**src/rtl/mrt_pkg.sv**
```systemverilog
package mrt_pkg;
  localparam logic [2:0] KIND_FETCH = 3'd0;
  localparam logic [2:0] KIND_LOAD  = 3'd1;
  localparam logic [2:0] KIND_STORE = 3'd2;
  localparam logic [2:0] KIND_ARD   = 3'd3;
  localparam logic [2:0] KIND_AWR   = 3'd4;

  localparam logic [1:0] CLS_FETCH  = 2'd0;
  localparam logic [1:0] CLS_LOAD   = 2'd1;
  localparam logic [1:0] CLS_STORE  = 2'd2;
  localparam logic [1:0] CLS_ATOMIC = 2'd3;

  function automatic logic kind_known(input logic [2:0] k);
    return k <= KIND_AWR;
  endfunction

  function automatic logic kind_is_write(input logic [2:0] k);
    return (k == KIND_STORE) || (k == KIND_ARD) || (k == KIND_AWR);
  endfunction

  function automatic logic [1:0] kind_to_class(input logic [2:0] k);
    case (k)
      KIND_FETCH: return CLS_FETCH;
      KIND_LOAD:  return CLS_LOAD;
      KIND_STORE: return CLS_STORE;
      default:    return CLS_ATOMIC;
    endcase
  endfunction
endpackage

```
**src/rtl/mrt_table.sv**
```systemverilog
module mrt_table #(
  parameter int DEPTH  = 4,
  parameter int LW     = 10,
  parameter int IDW    = 8,
  parameter int TW     = 16,
  parameter int THRESH = 256,
  localparam int CW    = $clog2(DEPTH + 1),
  localparam int IW    = (DEPTH > 1) ? $clog2(DEPTH) : 1
) (
  input  logic           clk,
  input  logic           rst_n,
  input  logic [LW-1:0]  look_line,
  output logic           look_hit,
  input  logic           alloc_en,
  input  logic [LW-1:0]  alloc_line,
  input  logic [IDW-1:0] alloc_id,
  input  logic [TW-1:0]  alloc_stamp,
  input  logic           free_en,
  input  logic [LW-1:0]  free_line,
  output logic           free_hit,
  output logic [IDW-1:0] free_id,
  output logic [TW-1:0]  free_stamp,
  input  logic [TW-1:0]  now,
  output logic           full,
  output logic [CW-1:0]  count,
  output logic           aged
);
  logic [DEPTH-1:0] vld_q, vld_d;
  logic [LW-1:0]    line_q  [DEPTH];
  logic [IDW-1:0]   id_q    [DEPTH];
  logic [TW-1:0]    stamp_q [DEPTH];
  logic [IW-1:0]    free_idx, alloc_idx;
  logic             match_any;

  always_comb begin
    look_hit  = 1'b0;
    match_any = 1'b0;
    free_idx  = '0;
    alloc_idx = '0;
    full      = 1'b1;
    count     = '0;
    aged      = 1'b0;
    for (int i = DEPTH - 1; i >= 0; i--) begin
      if (vld_q[i] && line_q[i] == look_line) look_hit = 1'b1;
      if (vld_q[i] && line_q[i] == free_line) begin
        match_any = 1'b1;
        free_idx  = IW'(i);
      end
      if (!vld_q[i]) begin
        full      = 1'b0;
        alloc_idx = IW'(i);
      end
      count = count + CW'(vld_q[i]);
      if (vld_q[i] && ((now - stamp_q[i]) >= TW'(THRESH))) aged = 1'b1;
    end
  end

  assign free_hit   = free_en && match_any;
  assign free_id    = id_q[free_idx];
  assign free_stamp = stamp_q[free_idx];

  always_comb begin
    vld_d = vld_q;
    if (free_hit) vld_d[free_idx] = 1'b0;
    if (alloc_en) vld_d[alloc_idx] = 1'b1;
  end

  always_ff @(posedge clk or negedge rst_n) begin
    if (!rst_n) vld_q <= '0;
    else        vld_q <= vld_d;
  end

  always_ff @(posedge clk) begin
    if (alloc_en) begin
      line_q[alloc_idx]  <= alloc_line;
      id_q[alloc_idx]    <= alloc_id;
      stamp_q[alloc_idx] <= alloc_stamp;
    end
  end
endmodule

```
**src/rtl/mrt_watchdog.sv**
```systemverilog
module mrt_watchdog #(
  parameter int THRESH = 256,
  localparam int SW    = (THRESH > 2) ? $clog2(THRESH) : 1
) (
  input  logic clk,
  input  logic rst_n,
  input  logic active,
  input  logic aged_any,
  output logic deadlock
);
  logic [SW-1:0] scan_q, scan_d;
  logic          dl_q, dl_d, scan_now;

  assign scan_now = active && (scan_q == SW'(THRESH - 1));

  always_comb begin
    scan_d = scan_q;
    dl_d   = dl_q;
    if (!active)       scan_d = '0;
    else if (scan_now) scan_d = '0;
    else               scan_d = scan_q + SW'(1);
    if (scan_now && aged_any) dl_d = 1'b1;
  end

  always_ff @(posedge clk or negedge rst_n) begin
    if (!rst_n) begin
      scan_q <= '0;
      dl_q   <= 1'b0;
    end else begin
      scan_q <= scan_d;
      dl_q   <= dl_d;
    end
  end

  assign deadlock = dl_q;
endmodule

```
**src/rtl/mrt_issue.sv**
```systemverilog
module mrt_issue #(
  parameter int LW  = 10,
  parameter int IDW = 8
) (
  input  logic           clk,
  input  logic           rst_n,
  input  logic           grant,
  input  logic [2:0]     kind,
  input  logic [LW-1:0]  line,
  input  logic [IDW-1:0] id,
  output logic           cmd_valid,
  output logic [1:0]     cmd_class,
  output logic [LW-1:0]  cmd_line,
  output logic [IDW-1:0] cmd_id
);
  import mrt_pkg::*;

  always_ff @(posedge clk or negedge rst_n) begin
    if (!rst_n) cmd_valid <= 1'b0;
    else        cmd_valid <= grant;
  end

  always_ff @(posedge clk) begin
    if (grant) begin
      cmd_class <= kind_to_class(kind);
      cmd_line  <= line;
      cmd_id    <= id;
    end
  end
endmodule

```
**src/rtl/mrt_tracker.sv**
```systemverilog
module mrt_tracker #(
  parameter int AW         = 16,
  parameter int LINE_BYTES = 64,
  parameter int IDW        = 8,
  parameter int TW         = 16,
  parameter int RD_DEPTH   = 4,
  parameter int WR_DEPTH   = 4,
  parameter int MAX_PEND   = 6,
  parameter int THRESH     = 256,
  localparam int OFFW      = $clog2(LINE_BYTES),
  localparam int LW        = AW - OFFW,
  localparam int PCW       = $clog2(MAX_PEND + 1)
) (
  input  logic           clk,
  input  logic           rst_n,
  input  logic           req_valid,
  input  logic [2:0]     req_kind,
  input  logic [AW-1:0]  req_addr,
  input  logic [OFFW:0]  req_len,
  output logic           req_grant,
  output logic           req_refused,
  output logic [IDW-1:0] req_id,
  output logic           cmd_valid,
  output logic [1:0]     cmd_class,
  output logic [LW-1:0]  cmd_line,
  output logic [IDW-1:0] cmd_id,
  input  logic           cpl_valid,
  input  logic           cpl_is_write,
  input  logic [LW-1:0]  cpl_line,
  output logic           done_valid,
  output logic [IDW-1:0] done_id,
  output logic [TW-1:0]  done_latency,
  output logic [PCW-1:0] pending_count,
  output logic           deadlock
);
  import mrt_pkg::*;

  localparam int RCW = $clog2(RD_DEPTH + 1);
  localparam int WCW = $clog2(WR_DEPTH + 1);

  logic [LW-1:0]    req_line;
  logic [OFFW+1:0]  span;
  logic             is_wr, fits, dup, tgt_full, room, freed;
  logic             rd_hit, wr_hit, rd_full, wr_full, rd_fhit, wr_fhit, rd_aged, wr_aged;
  logic [IDW-1:0]   rd_fid, wr_fid;
  logic [TW-1:0]    rd_fstamp, wr_fstamp;
  logic [RCW-1:0]   rd_cnt;
  logic [WCW-1:0]   wr_cnt;
  logic [TW-1:0]    now_q;
  logic [IDW-1:0]   id_q, id_d;
  logic [PCW-1:0]   pend_q, pend_d;
  logic             done_v_q;

  assign req_line = req_addr[AW-1:OFFW];
  assign span     = (OFFW+2)'(req_addr[OFFW-1:0]) + (OFFW+2)'(req_len);
  assign fits     = span <= (OFFW+2)'(LINE_BYTES);
  assign is_wr    = kind_is_write(req_kind);
  assign dup      = rd_hit || wr_hit;
  assign tgt_full = is_wr ? wr_full : rd_full;
  assign room     = pend_q < PCW'(MAX_PEND);

  assign req_grant   = req_valid && kind_known(req_kind) && fits && !dup && !tgt_full && room;
  assign req_refused = req_valid && !req_grant;
  assign req_id      = id_q;
  assign freed       = rd_fhit || wr_fhit;

  mrt_table #(.DEPTH(RD_DEPTH), .LW(LW), .IDW(IDW), .TW(TW), .THRESH(THRESH)) u_rd_tbl (
    .clk(clk), .rst_n(rst_n),
    .look_line(req_line), .look_hit(rd_hit),
    .alloc_en(req_grant && !is_wr), .alloc_line(req_line), .alloc_id(id_q), .alloc_stamp(now_q),
    .free_en(cpl_valid && !cpl_is_write), .free_line(cpl_line),
    .free_hit(rd_fhit), .free_id(rd_fid), .free_stamp(rd_fstamp),
    .now(now_q), .full(rd_full), .count(rd_cnt), .aged(rd_aged)
  );

  mrt_table #(.DEPTH(WR_DEPTH), .LW(LW), .IDW(IDW), .TW(TW), .THRESH(THRESH)) u_wr_tbl (
    .clk(clk), .rst_n(rst_n),
    .look_line(req_line), .look_hit(wr_hit),
    .alloc_en(req_grant && is_wr), .alloc_line(req_line), .alloc_id(id_q), .alloc_stamp(now_q),
    .free_en(cpl_valid && cpl_is_write), .free_line(cpl_line),
    .free_hit(wr_fhit), .free_id(wr_fid), .free_stamp(wr_fstamp),
    .now(now_q), .full(wr_full), .count(wr_cnt), .aged(wr_aged)
  );

  mrt_issue #(.LW(LW), .IDW(IDW)) u_issue (
    .clk(clk), .rst_n(rst_n), .grant(req_grant), .kind(req_kind), .line(req_line), .id(id_q),
    .cmd_valid(cmd_valid), .cmd_class(cmd_class), .cmd_line(cmd_line), .cmd_id(cmd_id)
  );

  mrt_watchdog #(.THRESH(THRESH)) u_wdog (
    .clk(clk), .rst_n(rst_n), .active(pend_q != '0),
    .aged_any(rd_aged || wr_aged), .deadlock(deadlock)
  );

  always_comb begin
    id_d   = req_grant ? id_q + IDW'(1) : id_q;
    pend_d = pend_q + PCW'(req_grant) - PCW'(freed);
  end

  always_ff @(posedge clk or negedge rst_n) begin
    if (!rst_n) begin
      now_q    <= '0;
      id_q     <= '0;
      pend_q   <= '0;
      done_v_q <= 1'b0;
    end else begin
      now_q    <= now_q + TW'(1);
      id_q     <= id_d;
      pend_q   <= pend_d;
      done_v_q <= freed;
    end
  end

  always_ff @(posedge clk) begin
    if (freed) begin
      done_id      <= wr_fhit ? wr_fid : rd_fid;
      done_latency <= now_q - (wr_fhit ? wr_fstamp : rd_fstamp);
    end
  end

  assign done_valid    = done_v_q;
  assign pending_count = pend_q;
endmodule

```
**config.mk**
```make
export PLATFORM = sky130hd
export DESIGN_NAME = mrt_tracker
export DESIGN_NICKNAME = d
export VERILOG_FILES = /design/src/rtl/mrt_pkg.sv /design/src/rtl/mrt_table.sv /design/src/rtl/mrt_watchdog.sv /design/src/rtl/mrt_issue.sv /design/src/rtl/mrt_tracker.sv
export SDC_FILE = /design/constraint.sdc
export NUM_CORES = 1
export LEC_CHECK = 0
export BUFFER_PORTS_ARGS = -buffer_cell sky130_fd_sc_hd__buf_2
export CAP_MARGIN = 5
export CORE_AREA = 2 2 205 207
export CTS_BUF_LIST = sky130_fd_sc_hd__clkbuf_4 sky130_fd_sc_hd__clkbuf_8
export DETAILED_ROUTE_END_ITERATION = 8
export DIE_AREA = 0 0 207 209
export GPL_TIMING_DRIVEN = 0
export PLACE_DENSITY_LB_ADDON = 0.2
export SETUP_SLACK_MARGIN = 0.3
export SYNTH_ARGS = -nofsm -noshare
export SYNTH_HDL_FRONTEND = slang
export SYNTH_SLANG_ARGS = --single-unit
export TNS_END_PERCENT = 50
```
**constraint.sdc**
```tcl
create_clock -name clk -period 11.38 [get_ports clk]
set_clock_uncertainty 0.05 [all_clocks]
set_input_delay 1.707 -clock clk [delete_from_list [all_inputs] [get_ports clk]]
set_output_delay 1.707 -clock clk [all_outputs]
set_load 0.01 [all_outputs]
```
==> results.yml <==
clocking:
  post_cts_resize_count: 0
  htree_num_levels: 3
  cts_buffers: 66
  clock_latency_ns: 0.63
  path_clk_slew_ns: 0.06
  clock_sinks: 362
  cts_tree: "yes"
  cts_hold_buffers: 0
  cts_setup_buffers: 0
  cts.path.max_buffers: 3
  root_buffer: "clkbuf_8"
setup_path:
  cp.arrival_ns: 7.96
  start_kind: "primary input"
  reg2regPathDepth: 18
  r2r-end: "done_latency[15]"
  cp.depth: 19
  cpPeakStageDelay_ns: 0.86
  r2r_start: "u_wr_tbl.vld_q[2]"
  path_delay_family: "compound AO/OA/AOI/OAI gates"
  critPathRequiredTime_ns: 11.69
  crit_end: "done_latency[15]"
  path_class: "in2reg"
  crit_fanout: 10
  cp-startpoint: "cpl_line[0]"
  cp_slowest_cell: "nor3_1"
  cp-end-kind: "flop"
  rrSetupSlack_ns: 4.25
  path_buf_inv: 2
  worstPathCellList: "buf_2 -> xnor2_1 -> nand4_1 -> nor3_1 -> nor2_1 -> a21oi_1 -> clkbuf_1 -> a211oi_1 -> a21oi_1 -> ha_1 -> nor2b_1 -> o21ai_0 -> a21boi_1 -> o211a_1 -> o2111ai_1 -> a31oi_1 -> a31oi_1 -> o21ai_0 -> xor3_1"
logic_synthesis:
  syn_area_mm2: 0.02039
  ys_seq_area_frac: 0.5218
  synth_warnings: 0
  synth_edf_count: 316
  ys_seq_elements: 362
  syn-num-nets: 1946
  async_reset_ff_frac: 0.1271
  ys.flop_type: "edfxtp_1"
  yosysUniqueCellTypes: 89
  synth.avg_cell_area_um2: 11.62
  netlist_instances: 1755
worst_hold_path:
  hold_class: "reg2reg"
  hold_start: "u_wdog.scan_q[0]"
layout:
  layout_common_cells: "edfxtp_1 (316), xnor2_1 (157), inv_1 (150), ha_1 (147), buf_2 (113)"
  syn2layout_area_growth_pct: 13.19
  drive_above_1_share: 0.1431
  fin_nets: 2117
  layout_commonest_cell: "edfxtp_1"
routing:
  antenna_left: 0
  drc_errors: 0
  wl_per_cell_um: 21.68
  viasPerCell: 5.849
  first_iter_violations: 1104
  via_count: 14730
  wl_um: 54600
  first_pass_iters: 5
global_route:
  antenna_found_initial: 2
  grt_pass1_vias: 14710
  grt_max_degree: 47
  grt_first_pass_wirelength_um: 83900
  grt_util_all_layers: 0.2527
  overflow: 0
floorplan:
  rows: 75
  initial_core_util: 0.4939
  die_w_um: 207
  io_pins: 101
  die_y_um: 209
  die-area_mm2: 0.04326
  core_mm2: 0.04129
timing:
  rsz0062_at_grt: "false"
  whs_ns: 0.4650
  fin_crit_ns: 7.648
  finalHoldViolations: 0
  max_freq_ghz: 0.1308
  finalCritPeriodShare: 0.6720
  finalSetupViolCount: 0
  drv_slew: 0
  tightest_slew_ns: 1.135
  timing.setup.tns_ns: 0
  relSlewSlack: 0.2431
job:
  drv_cap: 0
power:
  finalPower_w: 0.003137
  ir_drop_v: 0.0001277
  p_per_area_mw_per_mm2: 135.9
  leakagePower_nw: 9.301
placed_design:
  dp_hpwl_um: 39840
  io_buffers: 90
  gp_congestion: 0.9576
status:
  outcome: "completed"
Yosys cell counts (5+ instances only):
library cell | instances | area [um2]
nor4_1 | 21 | 131.4
o221ai_1 | 8 | 70.07
xnor2_1 | 157 | 1375
clkbuf_1 | 13 | 48.80
buf_6 | 11 | 123.9
a31oi_1 | 29 | 181.4
nand3_1 | 33 | 165.2
a22oi_1 | 16 | 120.1
a21oi_1 | 60 | 300.3
xor2_1 | 72 | 630.6
mux2i_1 | 24 | 240.2
nor3_1 | 41 | 205.2
ha_1 | 147 | 1839
o22ai_1 | 16 | 100.1
dfrtp_1 | 46 | 1151
inv_1 | 150 | 563.0
or4_1 | 5 | 37.54
o41ai_1 | 5 | 43.79
a222oi_1 | 17 | 170.2
edfxtp_1 | 316 | 9489
buf_2 | 23 | 115.1
or3_1 | 12 | 75.07
mux2_2 | 11 | 123.9
and2_1 | 13 | 81.33
a21o_1 | 19 | 142.6
nand4_1 | 43 | 269.0
nand2_1 | 90 | 337.8
o21bai_1 | 6 | 45.04
nand3b_1 | 5 | 37.54
a211oi_1 | 10 | 75.07
nor2_1 | 101 | 379.1
and3_1 | 17 | 106.4
o31ai_1 | 10 | 75.07
o21ai_0 | 60 | 300.3
a41oi_1 | 5 | 43.79
o21a_1 | 12 | 90.09
nor2b_1 | 9 | 56.30
nand2b_1 | 18 | 112.6
o21ai_1 | 5 | 25.02
o211ai_1 | 12 | 90.09
or2_2 | 5 | 31.28
where the power goes:
part	switching, W	internal [W]	total (W)
combinational	0.000220	0.000128	0.000348
clock	0.000574	0.000635	0.00121
sequential	0.0000565	0.00152	0.00158
through the flow:
stage          utilization  area [um2]  instances  setup slack (ns)
2_1_floorplan            -       20390       1755             4.514
3_3_place_gp        0.5211       21520       2384             1.916
3_5_place_dp        0.5277       21790       2397             3.224
4_1_cts             0.5589       23080       2517             3.870
5_1_grt             0.5590       23080       2518             3.476
6_report            0.5590       23080       2518             3.732
final cells by class:
| cell class | instances | area (um2) |
|---|---|---|
| Clock buffer | 85 | 1082 |
| Timing Repair Buffer | 103 | 664.4 |
| Multi-Input combinational cell | 1189 | 8920 |
| Buffer | 52 | 319.1 |
| Sequential cell | 362 | 10640 |
| Inverter | 152 | 570.5 |
| Antenna cell | 1 | 2.502 |
| Fill cell | 3558 | 18210 |
| Clock inverter | 35 | 207.7 |
| Tap cell | 539 | 674.4 |
registers in the layout (all words and copies together), names as in the netlist:
| name | flops |
|---|---|
| u_wdog.scan_q | 8 |
| u_issue.cmd_id | 8 |
| u_wr_tbl.id_q | 32 |
| u_rd_tbl.stamp_q | 64 |
| u_issue.cmd_line | 10 |
| u_wr_tbl.vld_q | 4 |
| u_wr_tbl.stamp_q | 64 |
| done_valid | 1 |
| u_wr_tbl.line_q | 40 |
| u_rd_tbl.id_q | 32 |
| done_id | 8 |
| pending_count | 3 |
| u_wdog.deadlock | 1 |
| done_latency | 16 |
| u_issue.cmd_class | 2 |
| u_rd_tbl.line_q | 40 |
| req_id | 8 |
| u_issue.cmd_valid | 1 |
| now_q | 16 |
| u_rd_tbl.vld_q | 4 |
metal layers:
metal,track usage,share of wire
met2,0.4223,0.48
met1,0.3257,0.42
met5,0,0.00029
met3,0.04193,0.058
met4,0.1099,0.037
cells by family (layout without fill, tap and decap cells):
family	count (synthesis)	after routing	share of synthesized area
fa+ha+maj	150	150	0.09314
simple gates	437	437	0.1104
xor+xnor	230	230	0.09952
other cells	0	1	0
buf+inv	204	427	0.04362
mux	35	35	0.01785
flops	362	362	0.5218
compound gates	337	337	0.1137
how the worst min path moves through the flow:
stage                        to  cells past startpoint
2_1_floorplan  u_wdog.scan_q[0]                      1
3_3_place_gp   u_wdog.scan_q[0]                      1
3_5_place_dp   u_wdog.scan_q[0]                      1
4_1_cts        u_wdog.scan_q[0]                      1
5_1_grt        u_wdog.scan_q[0]                      1
6_report       u_wdog.scan_q[0]                      1
No activity file was read; power rests on OpenSTA's default activity.
